`src/rtl/i2cw_pkg.sv`:
```
package i2cw_pkg;
  typedef enum logic [1:0] {
    BOP_START = 2'd0,
    BOP_STOP  = 2'd1,
    BOP_BIT   = 2'd2
  } bop_e;

  typedef enum logic [2:0] {
    C_IDLE, C_START, C_TX, C_WLOAD, C_RX, C_RHOLD, C_STOP, C_PARK
  } cst_e;

  localparam int unsigned WIN_BYTES = 4;
  localparam int unsigned WIN_W     = 8 * WIN_BYTES;
endpackage

```
`src/rtl/i2cw_tick.sv`:
```
module i2cw_tick #(
  parameter int unsigned QTR = 4
) (
  input  logic clk,
  input  logic rst_n,
  output logic tick
);
  localparam int unsigned CW = (QTR > 2) ? $clog2(QTR) : 1;

  logic [CW-1:0] cnt;

  always_ff @(posedge clk) begin
    if (!rst_n) begin
      cnt  <= '0;
      tick <= 1'b0;
    end else if (cnt == CW'(QTR - 1)) begin
      cnt  <= '0;
      tick <= 1'b1;
    end else begin
      cnt  <= cnt + 1'b1;
      tick <= 1'b0;
    end
  end


  tick_gap_chk: assert property (@(posedge clk) disable iff (!rst_n)
    tick |=> !tick);
endmodule

```
`src/rtl/i2cw_bit.sv`:
```
module i2cw_bit
  import i2cw_pkg::*;
(
  input  logic clk,
  input  logic rst_n,
  input  logic tick,
  input  logic op_valid,
  input  bop_e op,
  input  logic op_tx,
  input  logic sda_s,
  output logic done,
  output logic rx,
  output logic scl_oe,
  output logic sda_oe
);
  logic       busy;
  logic [1:0] ph;
  bop_e       cur;
  logic       txb;

  always_ff @(posedge clk) begin
    if (!rst_n) begin
      busy   <= 1'b0;
      ph     <= 2'd0;
      cur    <= BOP_START;
      txb    <= 1'b1;
      done   <= 1'b0;
      rx     <= 1'b1;
      scl_oe <= 1'b0;
      sda_oe <= 1'b0;
    end else begin
      done <= 1'b0;
      if (!busy) begin
        if (op_valid) begin
          busy <= 1'b1;
          cur  <= op;
          txb  <= op_tx;
          ph   <= 2'd0;
        end
      end else if (tick) begin
        ph <= ph + 2'd1;
        case (cur)
          BOP_START: begin
            case (ph)
              2'd0: begin scl_oe <= 1'b1; sda_oe <= 1'b0; end
              2'd1: scl_oe <= 1'b0;
              2'd2: sda_oe <= 1'b1;
              default: scl_oe <= 1'b1;
            endcase
          end
          BOP_STOP: begin
            case (ph)
              2'd0: begin scl_oe <= 1'b1; sda_oe <= 1'b1; end
              2'd1: scl_oe <= 1'b0;
              2'd2: sda_oe <= 1'b0;
              default: ;
            endcase
          end
          default: begin
            case (ph)
              2'd0: begin scl_oe <= 1'b1; sda_oe <= ~txb; end
              2'd1: scl_oe <= 1'b0;
              2'd2: rx <= sda_s;
              default: scl_oe <= 1'b1;
            endcase
          end
        endcase
        if (ph == 2'd3) begin
          busy <= 1'b0;
          done <= 1'b1;
        end
      end
    end
  end


  sda_still_chk: assert property (@(posedge clk) disable iff (!rst_n)
    (busy && cur == BOP_BIT && !scl_oe) |=> $stable(sda_oe));


  done_pulse_chk: assert property (@(posedge clk) disable iff (!rst_n)
    done |=> !done);
endmodule

```
`src/rtl/i2cw_ctrl.sv`:
```
module i2cw_ctrl
  import i2cw_pkg::*;
#(
  parameter int unsigned LEN_W = 8
) (
  input  logic             clk,
  input  logic             rst_n,
  input  logic             cmd_valid,
  output logic             cmd_ready,
  input  logic [6:0]       cmd_addr,
  input  logic [LEN_W-1:0] cmd_len,
  input  logic             cmd_read,
  input  logic             cmd_stop,
  input  logic             wr_valid,
  output logic             wr_ready,
  input  logic [WIN_W-1:0] wr_data,
  output logic             rd_valid,
  input  logic             rd_ready,
  output logic [WIN_W-1:0] rd_data,
  output logic             active,
  output logic             parked,
  output logic             nack_err,
  output logic             op_valid,
  output bop_e             op,
  output logic             op_tx,
  input  logic             op_done,
  input  logic             op_rx
);
  cst_e             st;
  logic [6:0]       addr_q;
  logic             rd_q, stop_q;
  logic [LEN_W-1:0] left;
  logic [1:0]       bi;
  logic [3:0]       bitn;
  logic [7:0]       sh;
  logic [WIN_W-1:0] win, wbuf, rbuf;
  logic             win_full, pend, is_addr, rvld;

  assign cmd_ready = (st == C_IDLE) || (st == C_PARK);
  assign wr_ready  = !win_full;
  assign rd_valid  = rvld;
  assign rd_data   = rbuf;
  assign active    = !cmd_ready;
  assign parked    = (st == C_PARK);

  wire  take_cmd  = cmd_valid && cmd_ready;
  wire  last_byte = (left == LEN_W'(1));
  cst_e end_st;
  assign end_st = stop_q ? C_STOP : C_PARK;

  always_comb begin
    op_valid = 1'b0;
    op       = BOP_BIT;
    op_tx    = 1'b1;
    if (!pend) begin
      case (st)
        C_START: begin op_valid = 1'b1; op = BOP_START; end
        C_STOP:  begin op_valid = 1'b1; op = BOP_STOP; end
        C_TX:    begin op_valid = 1'b1; op_tx = bitn[3] ? 1'b1 : sh[7]; end
        C_RX:    begin op_valid = 1'b1; op_tx = bitn[3] ? last_byte : 1'b1; end
        default: ;
      endcase
    end
  end

  always_ff @(posedge clk) begin
    if (!rst_n) begin
      st       <= C_IDLE;
      addr_q   <= '0;
      rd_q     <= 1'b0;
      stop_q   <= 1'b1;
      left     <= '0;
      bi       <= 2'd0;
      bitn     <= 4'd0;
      sh       <= 8'd0;
      win      <= '0;
      wbuf     <= '0;
      rbuf     <= '0;
      win_full <= 1'b0;
      pend     <= 1'b0;
      is_addr  <= 1'b0;
      rvld     <= 1'b0;
      nack_err <= 1'b0;
    end else begin
      if (op_valid) pend <= 1'b1;
      if (op_done)  pend <= 1'b0;
      if (wr_valid && wr_ready) begin
        win      <= wr_data;
        win_full <= 1'b1;
      end
      if (rvld && rd_ready) rvld <= 1'b0;

      case (st)
        C_IDLE, C_PARK: begin
          if (cmd_valid) begin
            addr_q   <= cmd_addr;
            rd_q     <= cmd_read;
            stop_q   <= cmd_stop;
            left     <= cmd_len;
            bi       <= 2'd0;
            nack_err <= 1'b0;
            st <= (st == C_PARK && cmd_len == '0 && cmd_stop) ? C_STOP : C_START;
          end
        end
        C_START: if (op_done) begin
          sh      <= {addr_q, rd_q};
          bitn    <= 4'd0;
          is_addr <= 1'b1;
          st      <= C_TX;
        end
        C_TX: if (op_done) begin
          if (!bitn[3]) begin
            sh   <= {sh[6:0], 1'b0};
            bitn <= bitn + 4'd1;
          end else if (op_rx) begin
            nack_err <= 1'b1;
            st       <= C_STOP;
          end else if (is_addr) begin
            is_addr <= 1'b0;
            bitn    <= 4'd0;
            if (left == '0)  st <= end_st;
            else if (rd_q)   st <= C_RX;
            else             st <= C_WLOAD;
          end else begin
            left <= left - 1'b1;
            bi   <= bi + 2'd1;
            st   <= last_byte ? end_st : C_WLOAD;
          end
        end
        C_WLOAD: begin
          if (bi == 2'd0) begin
            if (win_full) begin
              wbuf     <= win;
              sh       <= win[7:0];
              win_full <= 1'b0;
              bitn     <= 4'd0;
              st       <= C_TX;
            end
          end else begin
            sh   <= wbuf[{bi, 3'b000} +: 8];
            bitn <= 4'd0;
            st   <= C_TX;
          end
        end
        C_RX: if (op_done) begin
          if (!bitn[3]) begin
            sh   <= {sh[6:0], op_rx};
            bitn <= bitn + 4'd1;
          end else begin
            if (bi == 2'd0) rbuf <= {{(WIN_W-8){1'b0}}, sh};
            else            rbuf[{bi, 3'b000} +: 8] <= sh;
            left <= left - 1'b1;
            bi   <= bi + 2'd1;
            bitn <= 4'd0;
            if (bi == 2'd3 || last_byte) begin
              rvld <= 1'b1;
              st   <= C_RHOLD;
            end
          end
        end
        C_RHOLD: if (!rvld) begin
          if (left == '0) st <= end_st;
          else            st <= C_RX;
        end
        C_STOP: if (op_done) begin
          st <= C_IDLE;
          if (nack_err) win_full <= 1'b0;
        end
        default: st <= C_IDLE;
      endcase
    end
  end


  rd_hold_chk: assert property (@(posedge clk) disable iff (!rst_n)
    (rd_valid && !rd_ready) |=> (rd_valid && $stable(rd_data)));


  win_keep_chk: assert property (@(posedge clk) disable iff (!rst_n)
    (!wr_ready && st != C_WLOAD && st != C_STOP) |=> !wr_ready);


  err_keep_chk: assert property (@(posedge clk) disable iff (!rst_n)
    (nack_err && !take_cmd) |=> nack_err);


  cmd_take_chk: assert property (@(posedge clk) disable iff (!rst_n)
    take_cmd |=> active);
endmodule

```
`src/rtl/i2cw_master.sv`:
```
module i2cw_master
  import i2cw_pkg::*;
#(
  parameter int unsigned CLK_HZ = 100_000_000,
  parameter int unsigned SCL_HZ = 100_000,
  parameter int unsigned LEN_W  = 8
) (
  input  logic             clk,
  input  logic             rst_n,
  input  logic             cmd_valid,
  output logic             cmd_ready,
  input  logic [6:0]       cmd_addr,
  input  logic [LEN_W-1:0] cmd_len,
  input  logic             cmd_read,
  input  logic             cmd_stop,
  input  logic             wr_valid,
  output logic             wr_ready,
  input  logic [31:0]      wr_data,
  output logic             rd_valid,
  input  logic             rd_ready,
  output logic [31:0]      rd_data,
  output logic             active,
  output logic             parked,
  output logic             nack_err,
  output logic             scl_oe,
  output logic             sda_oe,
  input  logic             sda_i
);
  localparam int unsigned QTR_RAW = CLK_HZ / (4 * SCL_HZ);
  localparam int unsigned QTR     = (QTR_RAW < 2) ? 2 : QTR_RAW;

  logic [1:0] sda_sync;
  logic       tick, op_valid, op_tx, op_done, op_rx;
  bop_e       op;

  always_ff @(posedge clk) begin
    if (!rst_n) sda_sync <= 2'b11;
    else        sda_sync <= {sda_sync[0], sda_i};
  end

  i2cw_tick #(.QTR(QTR)) u_tick (
    .clk(clk), .rst_n(rst_n), .tick(tick)
  );

  i2cw_bit u_bit (
    .clk(clk), .rst_n(rst_n), .tick(tick),
    .op_valid(op_valid), .op(op), .op_tx(op_tx), .sda_s(sda_sync[1]),
    .done(op_done), .rx(op_rx), .scl_oe(scl_oe), .sda_oe(sda_oe)
  );

  i2cw_ctrl #(.LEN_W(LEN_W)) u_ctrl (
    .clk(clk), .rst_n(rst_n),
    .cmd_valid(cmd_valid), .cmd_ready(cmd_ready), .cmd_addr(cmd_addr),
    .cmd_len(cmd_len), .cmd_read(cmd_read), .cmd_stop(cmd_stop),
    .wr_valid(wr_valid), .wr_ready(wr_ready), .wr_data(wr_data),
    .rd_valid(rd_valid), .rd_ready(rd_ready), .rd_data(rd_data),
    .active(active), .parked(parked), .nack_err(nack_err),
    .op_valid(op_valid), .op(op), .op_tx(op_tx),
    .op_done(op_done), .op_rx(op_rx)
  );


  park_low_chk: assert property (@(posedge clk) disable iff (!rst_n)
    parked |-> scl_oe);


  idle_free_chk: assert property (@(posedge clk) disable iff (!rst_n)
    (!active && !parked) |-> (!scl_oe && !sda_oe));
endmodule

```
`config.mk`:
```
export PLATFORM = sky130hd
export DESIGN_NAME = i2cw_master
export DESIGN_NICKNAME = d
export VERILOG_FILES = /design/src/rtl/i2cw_pkg.sv /design/src/rtl/i2cw_tick.sv /design/src/rtl/i2cw_bit.sv /design/src/rtl/i2cw_ctrl.sv /design/src/rtl/i2cw_master.sv
export SDC_FILE = /design/constraint.sdc
export NUM_CORES = 1
export LEC_CHECK = 0
export BUFFER_PORTS_ARGS = -buffer_cell sky130_fd_sc_hd__buf_4
export CAP_MARGIN = 10
export CORE_UTILIZATION = 57
export DETAILED_ROUTE_END_ITERATION = 10
export PLACE_DENSITY = 0.79
export SETUP_SLACK_MARGIN = 0.02
export SYNTH_ARGS = -nofsm -noshare
export SYNTH_HDL_FRONTEND = slang
export SYNTH_SLANG_ARGS = --single-unit
```
`constraint.sdc`:
```
create_clock -name clk -period 2.7 [get_ports clk]
set_input_delay 0.675 -clock clk [delete_from_list [all_inputs] [get_ports clk]]
set_output_delay 0.675 -clock clk [all_outputs]
set_load 0.005 [all_outputs]
```
==> results of run 1 <==
## registers in the layout, indices dropped and copies added, names as in the netlist, 2 cells and up
register / count
sda_sync: 2
u_bit.cur: 2
u_bit.ph: 2
u_ctrl.addr_q: 7
u_ctrl.bi: 2
u_ctrl.bitn: 4
u_ctrl.left: 8
u_ctrl.rd_data: 32
u_ctrl.sh: 8
u_ctrl.st: 3
u_ctrl.wbuf: 32
u_ctrl.win: 32
u_tick.cnt: 8
## final timing paths
kind / from / end / slack, ns / depth (start not counted)
min: sda_sync[0]$_SDFF_PN1_ / sda_sync[1]$_SDFF_PN1_ / 0.41 / 1
max reg2reg: u_ctrl.st[0]$_SDFFE_PN0P_ / u_ctrl.wbuf[7]$_SDFFE_PN0P_ / 0.62 / 7
min reg2reg: sda_sync[0]$_SDFF_PN1_ / sda_sync[1]$_SDFF_PN1_ / 0.41 / 1
max: u_ctrl.st[0]$_SDFFE_PN0P_ / active / 0.37 / 4
## per-stage QoR
stage	area, sq um	total power [uW]
floorplan	7000	4070
global placement	7840	4540
detailed placement	7840	4560
CTS	8480	7090
global route	8480	7420
finish	8480	7100
## synth_stat cells (3+ instances only)
master	count
mux4_2	8
and2_1	5
buf_2	15
o21a_1	3
nand2_1	198
nor4_1	6
a211oi_1	5
nand2b_1	8
o21ai_0	23
nor3b_1	5
a31oi_1	7
nor2_1	56
nand3_1	44
ha_1	14
or3_1	3
and3_1	10
a21oi_1	128
o31ai_1	3
buf_6	3
a22o_1	4
nor3_1	11
inv_1	17
xor2_1	3
a2111oi_2	7
mux2i_1	19
buf_1	5
nand4_1	5
dfxtp_1	156
clkbuf_1	28
## layer usage
layer	vias up	track usage, %
met3	22	6.05
met2	265	46.5
met4	0	10.1
li1	3128	-
met5	-	0
met1	2990	35.8
## layout by cell type (no fill, tap or decap), types with 8 or more instances in the layout
| cell type | instances |
|---|---|
| nand2_1 | 198 |
| dfxtp_1 | 156 |
| a21oi_1 | 128 |
| buf_4 | 118 |
| nor2_1 | 56 |
| nand3_1 | 44 |
| o21ai_0 | 23 |
| mux2i_1 | 19 |
| clkbuf_16 | 17 |
| inv_1 | 16 |
| ha_1 | 14 |
| nor3_1 | 11 |
| and3_1 | 10 |
| nand2b_1 | 8 |
| mux4_2 | 8 |
## cell type report
type / instances / area, sq um
clock buffer: 20 / 447
clock inverter: 12 / 186
fill: 956 / 3540
inverter: 17 / 65.1
multi-input combinational: 624 / 3560
sequential: 156 / 3120
tap: 147 / 184
timing repair buffer: 119 / 906
## power groups by stage
| stage | Clock (uW) | Sequential [uW] | Combinational, uW |
|---|---|---|---|
| final | 2550 | 2740 | 1810 |
| after global routing | 2670 | 2760 | 1980 |
| after CTS | 2570 | 2730 | 1790 |
| after detailed placement | 0 | 2780 | 1780 |
| after global placement | 0 | 2780 | 1760 |
| after floorplan | 0 | 2670 | 1390 |
## kinds of logic after synthesis
group	Yosys count	share of synthesized area, %
adders and majority gates	14	2.50
muxes	28	5.51
AOI/OAI and AO/OA	207	18.1
xor gates and xnor gates	6	0.859
DFF	156	44.6
and+or+nand+nor	369	24.0
buffers and inverters	70	4.45
==> qor.csv, run 1 <==
metric;value;unit
standard-cell row count;40;
Overall Global Routing Usage;27.9;%
Req. time, crit path;2.03;ns
die area;0.0127;sq mm
status;finished clean;
largest net degree at the start of global routing;51;
vias in the first global route;5878;
clock slew at reported path FFs;0.06;ns
hold slack;0.407;ns
initial antenna violation count;0;
1st-pass router iterations;7;
Rel. slew slack;40.4;%
hold crit path type;flop to flop;
internal power;4810;uW
TritonCTS clock tree;done;
slowest stage cell, crit path;dfxtp_1;
Post-synth EDFFs;0;
Distinct cells, synth;67;
crit-path leading delay family;flip-flops;
initial DRC count;520;
VDD IR max;525;uV
Min Clock Period, post-route;2.33;ns
setup TNS;0;ns
worst path buffer plus inverter count;2;
Layout Nets;1004;
Clock Path Buffers;2;
Placed Cells;1063;
Yosys warnings;0;
Reg power frac;38.6;%
met2 routed WL;8.28;mm
period utilization;86.2;%
DRC;0;
Metal-1 WL;7.54;mm
DR vias/cell;5.85;
io pins;95;
routability cong.;0.907;
Vias;6405;
synth top area cells;dfxtp_1, nand2_1, a21oi_1, nand3_1, nor2_1;
count of final setup violators;0;
ys flop type;dfxtp_1;
Top Layer Used;met4;
sw frac;32.2;%
GR Overflow Total;0;
ant diodes;0;
area grow syn2layout;21.1;%
post-route antenna net violation count;0;
effective utilization at floorplan;58.2;%
CP max stage delay;0.64;ns
H-tree levels;4;
clk sinks;156;
Final Core Density;70.6;%
CP Capture Type;primary output;
FF+latch count, synth;156;
CTS resizes;0;
Synth top area share;44.6;%
post-CTS setup buffer count;0;
net switching power;2290;uW
CTS buffer count;17;
post-synthesis sequential area ratio;44.6;%
Final Max Slew Viols;0;
worst-margin pin slew;0.886;ns
Cell Area, Synth;0.00700;sq mm
Mapped Cells;850;
CORE AREA;0.0120;sq mm
hpwl dp;11.6;mm
Buffers on Ports;94;
Fmax achieved;0.430;GHz
Critical Path Fanout Max;14;
CTS Root Cell;clkbuf_16;
hold_buf cts;0;
first-pass GRT wire length;28.1;mm
Placement Setup Slack;0.680;ns
die boundary width;113;um
Mapped Nets;919;
leakage power;0.00330;uW
Fin. Hold Viols;0;
WL met3;1.10;mm
Synth area leader;dfxtp_1;
clock skew;0.00751;ns
final worst slack;0.373;ns
cell area power density;838;mW/mm^2
crit-path cells;nand3_1, nand2b_1, inv_1, buf_4;
crit start category;flop;
Synth Area per Inst;8.23;sq um
Worst-Skew Late Latency;0.43;ns
Async SR Flop Fraction;0;%
unrepaired setup endpoints after global routing;no;
fraction of layout cells with a size suffix above 1;19.1;%
Routed wire per std cell;15.7;um
Clk pwr share;35.9;%
Die Ht;113;um
non-filler instance count after layout;1095;
CP Class;flop to primary output;
MaxCap Viol Count;0;
Gate power share;25.5;%
CP arrival;1.65;ns
final WL;17.2;mm
(Power assumes the default switching activity.)
==> run 2, diff against run 1 <==
--- a/config.mk
+++ b/config.mk
@@ -7,9 +7,9 @@
 export LEC_CHECK = 0
 export BUFFER_PORTS_ARGS = -buffer_cell sky130_fd_sc_hd__buf_4
 export CAP_MARGIN = 10
-export CORE_UTILIZATION = 57
+export CORE_UTILIZATION = 62
 export DETAILED_ROUTE_END_ITERATION = 10
-export PLACE_DENSITY = 0.79
+export PLACE_DENSITY = 0.85
 export SETUP_SLACK_MARGIN = 0.02
 export SYNTH_ARGS = -nofsm -noshare
 export SYNTH_HDL_FRONTEND = slang
==> constraint.sdc (replaced) <==
create_clock -name clk -period 2.84 [get_ports clk]
set_input_delay 0.71 -clock clk [delete_from_list [all_inputs] [get_ports clk]]
set_output_delay 0.71 -clock clk [all_outputs]
set_load 0.005 [all_outputs]
==> run 2 against run 1 <==
Net effect:
- non-clock buffer count is 9 lower
- sequential power is 4% lower
- flip-flop and latch count stayed put
- cell area is 1.3% lower
- register-to-register slack worse by 0.08 ns
==> qor.csv, run 2 (synthesis results as in run 1) <==
metric;value;unit
hold_buf cts;0;
hpwl dp;11.8;mm
Clk pwr share;34.6;%
crit start category;flop;
sw frac;32.9;%
status;finished clean;
largest net degree at the start of global routing;104;
Vias;6528;
CP arrival;1.88;ns
most common cell after layout, fill and taps aside;nand2_1;
hold slack;0.410;ns
final WL;18.5;mm
GR Overflow Total;0;
Critical Path Fanout Max;18;
CTS buffer count;17;
fraction of layout cells with a size suffix above 1;18.4;%
effective utilization at floorplan;64.0;%
net switching power;2170;uW
internal power;4430;uW
multi-input logic area;0.00356;sq mm
setup TNS;0;ns
initial DRC count;556;
first-pass GRT wire length;29.6;mm
Overall Global Routing Usage;32.7;%
clk sinks;156;
TritonCTS clock tree;done;
Req. time, crit path;2.13;ns
Gate power share;25.3;%
clock skew;0.00795;ns
io pins;95;
period utilization;91.0;%
Fin. Hold Viols;0;
cell area power density;789;mW/mm^2
initial antenna violation count;0;
die area;0.0117;sq mm
unrepaired setup endpoints after global routing;no;
count of final setup violators;0;
Fmax achieved;0.387;GHz
area grow syn2layout;19.6;%
CP Class;flop to primary output;
1st-pass router iterations;6;
Min Clock Period, post-route;2.59;ns
ant diodes;0;
MaxCap Viol Count;0;
Final Max Slew Viols;0;
FF+latch area;0.00312;sq mm
VDD IR max;539;uV
DRC;0;
CTS Root Cell;clkbuf_16;
Routed wire per std cell;17.1;um
Fill cells;785;
hold crit path type;flop to flop;
Clock Path Buffers;2;
DR vias/cell;6.05;
die boundary width;108;um
H-tree levels;4;
Worst-Skew Late Latency;0.43;ns
worst-margin pin slew;0.919;ns
Buffers on Ports;94;
routability cong.;0.916;
most frequent cells in the layout;nand2_1, dfxtp_1, a21oi_1, buf_4, nor2_1;
leakage power;0.00325;uW
standard-cell row count;38;
clock slew at reported path FFs;0.06;ns
Rel. slew slack;38.2;%
CP Capture Type;primary output;
Die Ht;108;um
vias in the first global route;6210;
Reg power frac;40.1;%
post-route antenna net violation count;0;
Layout Nets;995;
CORE AREA;0.0109;sq mm
==> run 2: changes by cell type in the layout (fill, tap and decap cells not counted) <==
cell / delta
clkinvlp_4: -3
clkbuf_8: +3
clkinv_4: +3
dfxtp_2: +1
inv_8: -1
dfxtp_1: -1
buf_4: -9
bufinv_16: -2
inv_6: -2
clkinv_2: +2
==> run 2: metrics by stage <==
step / instance area, sq um / setup slack, ns / power [uW] / instances / util (%)
floorplan: 7000 / 0.639 / 3870 / 850 / -
detailed placement: 7770 / 0.621 / 4300 / 1047 / 71.0
global route: 8370 / 0.138 / 6900 / 1079 / 76.5
finish: 8370 / 0.255 / 6600 / 1079 / 76.5
global placement: 7770 / 0.668 / 4240 / 1047 / 71.0
CTS: 8370 / 0.129 / 6570 / 1079 / 76.5
==> run 2: final timing paths <==
path,startpoint,to,slack [ns],cells after the start
setup / recovery,u_ctrl.st[2]$_SDFFE_PN0P_,active,0.25,4
hold reg to reg,sda_sync[0]$_SDFF_PN1_,sda_sync[1]$_SDFF_PN1_,0.41,1
setup reg to reg,u_ctrl.bi[1]$_SDFFE_PN0P_,u_ctrl.rd_data[27]$_SDFFE_PN0P_,0.54,7
hold / removal,sda_sync[0]$_SDFF_PN1_,sda_sync[1]$_SDFF_PN1_,0.41,1
==> run 2: layout make-up <==
| cell class | count | share of cell area, % |
|---|---|---|
| clock buffer | 23 | 5.83 |
| inverter | 17 | 0.778 |
| timing repair buffer | 110 | 10.0 |
| sequential | 156 | 37.3 |
| clock inverter | 9 | 1.33 |
| tap | 140 | 2.09 |
| multi-input combinational | 624 | 42.6 |
==> run 2: metal layers <==
layer / global-route usage (%) / share of wire, % / vias to the layer above
met2: 55.6 / 50 / 277
li1: - / - / 3110
met4: 18.6 / 3.6 / 0
met3: 5.67 / 6.3 / 61
met1: 39.1 / 40 / 3080
met5: 0 / 0 / -
==> run 2: timing repair <==
action / in CTS / in global routing
endpoints found under the setup margin: 0 / 3
resized for setup: 0 / 1
buffers inserted: 0 / 0
==> run 2: power by group through the flow <==
stage / combinational, uW / clock [uW] / sequential [uW]
2_1_floorplan: 1330 / 0 / 2540
3_3_place_gp: 1580 / 0 / 2660
3_5_place_dp: 1630 / 0 / 2670
4_1_cts: 1650 / 2300 / 2630
5_1_grt: 1840 / 2390 / 2670
6_report: 1670 / 2280 / 2640
==> run 2: critical path, cell delays in order, from the launching register on <==
cell	delay [ns]
dfxtp_1	0.75
nand3_1	0.33
nand2b_1	0.19
inv_1	0.05
buf_4	0.13
